File: src/rtl/burst_col_seq.sv
module burst_col_seq #(
  parameter int COL_W = 10
) (
  input  logic             clk,
  input  logic             rst_n,
  input  logic             mode_load,
  input  logic [1:0]       mode_bank,
  input  logic [8:0]       mode_word,
  input  logic             start,
  input  logic [COL_W-1:0] start_col,
  output logic             busy,
  output logic [COL_W-1:0] col_out,
  output logic             last,
  output logic             mode_invalid,
  output logic             dll_rst_pulse
);
  localparam logic [8:0] MODE_RST = 9'h021;
  localparam int         OFF_W    = 3;

  logic [8:0]       mode_q;
  logic             busy_q, dll_q, ilv_q;
  logic [OFF_W-1:0] mask_q, beat_q, cur_mask, off;
  logic [COL_W-1:0] base_q, wide_mask;
  logic             len_ok, lat_ok, op_ok, load_ok, go;

  assign load_ok = mode_load && (mode_bank == 2'b00);
  assign len_ok  = (mode_q[2:0] != 3'd0) && (mode_q[2:0] <= 3'd3);
  assign lat_ok  = (mode_q[6:4] == 3'b010) || (mode_q[6:4] == 3'b110);
  assign op_ok   = (mode_q[8:7] == 2'b00) || (mode_q[8:7] == 2'b10);
  assign mode_invalid = !(len_ok && lat_ok && op_ok);
  assign go = start && !busy_q && !mode_invalid;

  always_comb begin
    case (mode_q[1:0])
      2'd1:    cur_mask = 3'b001;
      2'd2:    cur_mask = 3'b011;
      default: cur_mask = 3'b111;
    endcase
  end

  assign off       = ilv_q ? (base_q[OFF_W-1:0] ^ beat_q) : (base_q[OFF_W-1:0] + beat_q);
  assign wide_mask = {{(COL_W-OFF_W){1'b0}}, mask_q};
  assign col_out   = (base_q & ~wide_mask) | ({{(COL_W-OFF_W){1'b0}}, off} & wide_mask);
  assign last      = busy_q && (beat_q == mask_q);
  assign busy      = busy_q;
  assign dll_rst_pulse = dll_q;

  always_ff @(posedge clk) begin
    if (!rst_n) begin
      mode_q <= MODE_RST;
      dll_q  <= 1'b0;
    end else begin
      dll_q <= load_ok && (mode_word[8:7] == 2'b10);
      if (load_ok) mode_q <= mode_word;
    end
  end

  always_ff @(posedge clk) begin
    if (!rst_n) begin
      busy_q <= 1'b0;
      beat_q <= '0;
      mask_q <= 3'b001;
      ilv_q  <= 1'b0;
      base_q <= '0;
    end else if (go) begin
      busy_q <= 1'b1;
      beat_q <= '0;
      mask_q <= cur_mask;
      ilv_q  <= mode_q[3];
      base_q <= start_col;
    end else if (busy_q) begin
      if (last) busy_q <= 1'b0;
      else      beat_q <= beat_q + 3'd1;
    end
  end
endmodule

File: config.mk
export PLATFORM = sky130hd
export DESIGN_NAME = burst_col_seq
export DESIGN_NICKNAME = d
export VERILOG_FILES = /design/src/rtl/burst_col_seq.sv
export SDC_FILE = /design/constraint.sdc
export NUM_CORES = 1
export LEC_CHECK = 0
export BUFFER_PORTS_ARGS = -buffer_cell sky130_fd_sc_hd__clkbuf_2
export CORE_UTILIZATION = 40
export CTS_BUF_LIST = sky130_fd_sc_hd__clkbuf_4
export DETAILED_ROUTE_END_ITERATION = 10
export SYNTH_ARGS = -nofsm -noshare
export SYNTH_HDL_FRONTEND = slang
export SYNTH_SLANG_ARGS = --single-unit
File: constraint.sdc
create_clock -name clk -period 4.8 [get_ports clk]
set_clock_uncertainty 0.15 [all_clocks]
set_input_delay 0.96 -clock clk [delete_from_list [all_inputs] [get_ports clk]]
set_output_delay 0.96 -clock clk [all_outputs]
set_load 0.1 [all_outputs]
==> results of run 1 <==
-- stage by stage --
| step | hold slack (ps) | std cells |
|---|---|---|
| after floorplan | 280 | 147 |
| after global placement | 296 | 214 |
| after detailed placement | 300 | 214 |
| after CTS | 319 | 218 |
| after global routing | 346 | 218 |
| final | 317 | 218 |
-- cell families after synthesis --
family	after synthesis	share of synthesized area
adders and majority gates	7	0.0736
DFF	25	0.387
muxes	2	0.0155
buffers and inverters	17	0.0929
AOI/OAI and AO/OA	28	0.159
xor gates and xnor gates	4	0.0271
and+or+nand+nor	64	0.245
-- synth_stat cells --
cell type,count,share of area
o21ai_1,2,0.0077
a211oi_1,2,0.012
nand2b_1,3,0.015
a21oi_1,4,0.015
nand2_1,35,0.10
or4b_4,1,0.011
nor2_1,3,0.0087
and3_1,2,0.0097
mux2i_1,2,0.015
ha_1,6,0.058
nor3_1,2,0.0077
nand2_2,1,0.0048
a21boi_0,5,0.029
a31oi_1,1,0.0048
buf_6,4,0.035
or3b_2,1,0.0068
and2_1,2,0.0097
nor4b_4,1,0.018
nand3b_1,1,0.0058
o211a_1,2,0.015
clkbuf_1,4,0.012
o21ai_2,9,0.061
o21ai_0,2,0.0077
inv_1,2,0.0058
fa_1,1,0.015
buf_4,7,0.041
xnor2_1,4,0.027
nand3_1,12,0.046
dfxtp_1,25,0.39
o211ai_1,1,0.0058
-- layer usage --
metal / global-route usage / routed length, microns / vias up
met2: 0.268 / 1120 / 21
li1: - / - / 547
met5: 0 / 0 / -
met3: 0.0286 / 82 / 2
met1: 0.179 / 1090 / 462
met4: 0.0612 / 17 / 0
-- worst max-delay path, stage by stage (launching register included) --
cell      delay, ps
dfxtp_1         400
inv_1            80
ha_1            190
or4b_4          500
or3b_2          470
clkbuf_2        380
-- path summary, 6_finish.rpt --
kind,to,slack [ps],cells past startpoint
worst max-delay path,mode_invalid,1340,5
worst min-delay path,base_q[4],320,2
worst max register to register,base_q[5],2410,7
worst min register to register,base_q[4],320,2
-- flip-flops by register name, indices dropped and copies added (netlist names) --
name / count
base_q: 10
mode_q: 7
beat_q: 3
mask_q: 2
busy: 1
dll_rst_pulse: 1
ilv_q: 1
-- layout make-up --
type	count	area, sq um
fillers	328	1600
inverters	2	7.51
well taps	44	55.1
flip-flops and latches	25	500
multi-input cells	105	672
repair buffers	38	193
clock buffers	4	30.0
-- power breakdown --
part / internal (uW) / switching, uW / total (uW)
combinational: 40.1 / 133 / 173
clock: 38.1 / 60.2 / 98.2
sequential: 222 / 14.9 / 237
==> impl_results.md, run 1 <==
* Status: completed
* Pre-antenna DRT Iters at 4
* DR DRC count at 0
* RSZ-0062 raised after global routing: no
* H-tree levels at 1
* # setup viols final at 0
* Post-DP HPWL at 1.71 mm
* Die area at 3460 sq um
* Clock tree sinks at 25
* Setup tns final at 0 ps
* Antenna violations before repair at 0
* CP Launch Point: mode_q[0]
* Num CTS Buffers at 3
* Pin count of the biggest net entering global routing at 36
* I/O pin cnt at 39
* Flops & latches, synth at 25
* Reg2reg start: mode_q[0]
* Syn Nets at 179
* Setup WS post-layout at 1340 ps
* Detail Route Antenna Nets at 0
* Total Power at 508 uW
* Die Span X at 58.8 microns
* Post-layout min period at 3460 ps
* Layout Nets at 207
* Slew margin rel. at 0.583
* Most common cell after layout, fill and taps aside: clkbuf_2
* Worst-Margin Slew at 625 ps
* CTS tree: done
* Final period util at 0.720
* Max Slew Vio Count at 0
* Placer's final routability congestion estimate at 0.710
* Initial DRC Count at 21
* Worst-path clk slew at 140 ps
* Area after DPL at 1430 sq um
* Place WS at 1700 ps
* Worst ir drop on vdd at 0.0996 mV
* Post-CTS Resized at 0
* Port Buf Inserts at 37
* Post-CTS Setup Bufs at 0
* Seq/Total Area, Yosys at 0.387
* Final Cell Area at 1460 sq um
* Crit path arrival time at 2350 ps
* Pwr Density at 349 nW/um^2
* ANT cells at 0
* Most frequent cells in the layout: clkbuf_2, nand2_1, dfxtp_1
* Core area at 3050 sq um
* CP Launch Type: flip-flop
* Min-delay src: base_q[4]
* Element type at the critical path end: primary output
* Clock buffer depth at 2
* Vias at 1,032
* Total grt overflow at 0
* Worst min path class: reg -> reg
* Worst Path Max Fanout at 4
* Yosys cell types at 30
* Vias per inst at 4.73
* Final Util at 0.477
* DR WL/cell at 10.6 microns
* Vias in the first global route at 954
* Max-cap violation count at 0
* Synth Warn # at 0
* Clock Latency Late Sink at 310 ps
* First-pass GRT wire length at 4.02 mm
* Num rows at 20
* WS Path Type: reg -> out
* GRT Util Overall at 0.151
* CTS Hold Buffers Added at 0
* CTS root buf: clkbuf_4
* Req. time, crit path at 3690 ps
* Highest Clock Rate at 0.289 GHz
* Initial Util at 0.423
* Layout overhead on the synthesized area at 12.8%
* Final hold violations at 0
* Syn Area/Cell at 8.79 sq um
* Total Wirelength at 2.30 mm
* Post-Syn Area at 1290 sq um
* Pleak at 0.000659 uW
* Share of layout cells above drive strength 1 at 0.316
* Die height at 58.8 microns
* Post-Synthesis Cells at 147
Power figures use the tool's default switching activity.
==> run 2: changes to the inputs <==
==> constraint.sdc (replaced) <==
create_clock -name clk -period 3.4 [get_ports clk]
set_clock_uncertainty 0.15 [all_clocks]
set_input_delay 0.68 -clock clk [delete_from_list [all_inputs] [get_ports clk]]
set_output_delay 0.68 -clock clk [all_outputs]
set_load 0.1 [all_outputs]
==> run 2 against run 1 <==
Compared with the run above: flip-flop and latch count is the same; clock power rose by 38%; critical path depth is the same; clock-buffer cell count down 1; setup slack lost 1100 ps; first-iteration DRC count grew 62%; combinational power grew 43%; critical endpoint unchanged; register-to-register slack got worse by 1300 ps; hold slack got worse by 1.9 ps; via count is 2.7% higher.
==> impl_results.md, run 2 (same netlist as run 1, synthesis figures left out) <==
* Area of the multi-input gates at 683 sq um
* Die height at 58.8 microns
* Total grt overflow at 0
* Num rows at 20
* Core area at 3050 sq um
* Post-CTS Resized at 0
* WS Path Type: reg -> out
* CTS tree: done
* Largest register FFs at 10
* Layout overhead on the synthesized area at 13.6%
* Worst-Margin Slew at 643 ps
* Number of fill cells at 322
* Pwr Density at 489 nW/um^2
* Clock Latency Late Sink at 310 ps
* Register Area at 500 sq um
* Final Util at 0.481
* ANT cells at 0
* Crit path arrival time at 2340 ps
* H-tree levels at 1
* Vias at 1,060
* Highest Clock Rate at 0.315 GHz
* Biggest register: base_q
* Most frequent cells in the layout: clkbuf_2, nand2_1, dfxtp_1
* Vias per inst at 4.86
* Share of layout cells above drive strength 1 at 0.328
* Max-cap violation count at 0
* Post-layout min period at 3170 ps
* Worst Path Max Fanout at 4
* GRT Util Overall at 0.151
* # setup viols final at 0
* Req. time, crit path at 2570 ps
* Clock tree sinks at 25
* Initial Util at 0.423
* Most common cell after layout, fill and taps aside: clkbuf_2
* CTS Hold Buffers Added at 0
* Pre-antenna DRT Iters at 4
* Port Buf Inserts at 37
* Detail Route Antenna Nets at 0
* CP top delay family: simple AND/OR/NAND/NOR gates
* Slew margin rel. at 0.571
* RSZ-0062 raised after global routing: no
* Clock buffer depth at 2
* Final period util at 0.934
* Worst min path class: reg -> reg
* Status: completed
* CP peak stage delay at 500 ps
* Total Wirelength at 2.30 mm
* Critical path cell sequence: inv_1 -> ha_1 -> or4b_4 -> or3b_2 -> clkbuf_2
* Element type at the critical path end: primary output
* First-pass GRT wire length at 3.95 mm
* Die Span X at 58.8 microns
* Buf/Inv on CP at 2
* Num CTS Buffers at 3
* Max Slew Vio Count at 0
* DR WL/cell at 10.6 microns
* Setup tns final at 0 ps
* Pleak at 0.000663 uW
* Biggest regs: base_q: 10 flops, mode_q: 7 flops, beat_q: 3 flops
* Worst-path clk slew at 140 ps
* Die area at 3460 sq um
* Post-CTS Setup Bufs at 0
* Slowest stage cell, crit path: or4b_4
* DR DRC count at 0
* CP Launch Type: flip-flop
* Antenna violations before repair at 0
* Worst ir drop on vdd at 0.229 mV
* I/O pin cnt at 39
* Vias in the first global route at 971
* CTS root buf: clkbuf_4
* Initial DRC Count at 34
* Final hold violations at 0
* Placer's final routability congestion estimate at 0.730
* Pin count of the biggest net entering global routing at 36
* Post-DP HPWL at 1.73 mm
* Layout Nets at 207
## run 2: changes by cell type in the layout (fill, tap and decap cells not counted), sizes merged
| cell | previous run | this run |
|---|---|---|
| clkbuf | 41 | 40 |
| clkinvlp | 0 | 1 |
## run 2: layer usage
metal | vias to the layer above | share of wire | track usage
met5 | - | 0 | 0
met4 | 0 | 0.0078 | 0.0714
met3 | 2 | 0.047 | 0.0264
met2 | 32 | 0.50 | 0.261
met1 | 482 | 0.45 | 0.180
li1 | 544 | - | -
## run 2: stage by stage
stage               instance area (sq um)  power, uW  hold slack [ps]  setup WS, ps  cells
floorplan                            1300        564              280           453    147
global placement                     1440        584              295           595    214
detailed placement                   1440        591              302           586    214
CTS                                  1470        728              321           204    218
global route                         1470        763              334          93.4    218
finish                               1470        718              315           226    218
## run 2: path summary, 6_finish.rpt
| check | endpoint | cells after the start | slack (ps) | from |
|---|---|---|---|---|
| setup / recovery | mode_invalid | 5 | 230 | mode_q[0] |
| hold / removal | base_q[5] | 2 | 320 | base_q[5] |
| setup reg to reg | beat_q[0] | 6 | 1150 | mode_q[0] |
| hold reg to reg | base_q[5] | 2 | 320 | base_q[5] |
## run 2: worst reg2reg max path, stage by stage (launching register included)
cell and delay (ps):
dfxtp_1 400, inv_1 80, ha_1 190, or4b_4 500, or3b_2 470, o21ai_1 270, nor3_1 90
## run 2: cell type report
cell class	count	area share
flip-flops and latches	25	0.341
clock buffers	3	0.0153
clock inverters	1	0.00511
multi-input cells	105	0.465
inverters	2	0.00511
repair buffers	38	0.131
well taps	44	0.0375
## run 2: power breakdown
group | switching [uW] | internal (uW) | leakage (uW)
sequential | 21.2 | 314 | 0.000204
combinational | 190 | 57.7 | 0.000444
clock | 91.0 | 44.9 | 0.0000139
total | 302 | 416 | 0.000663
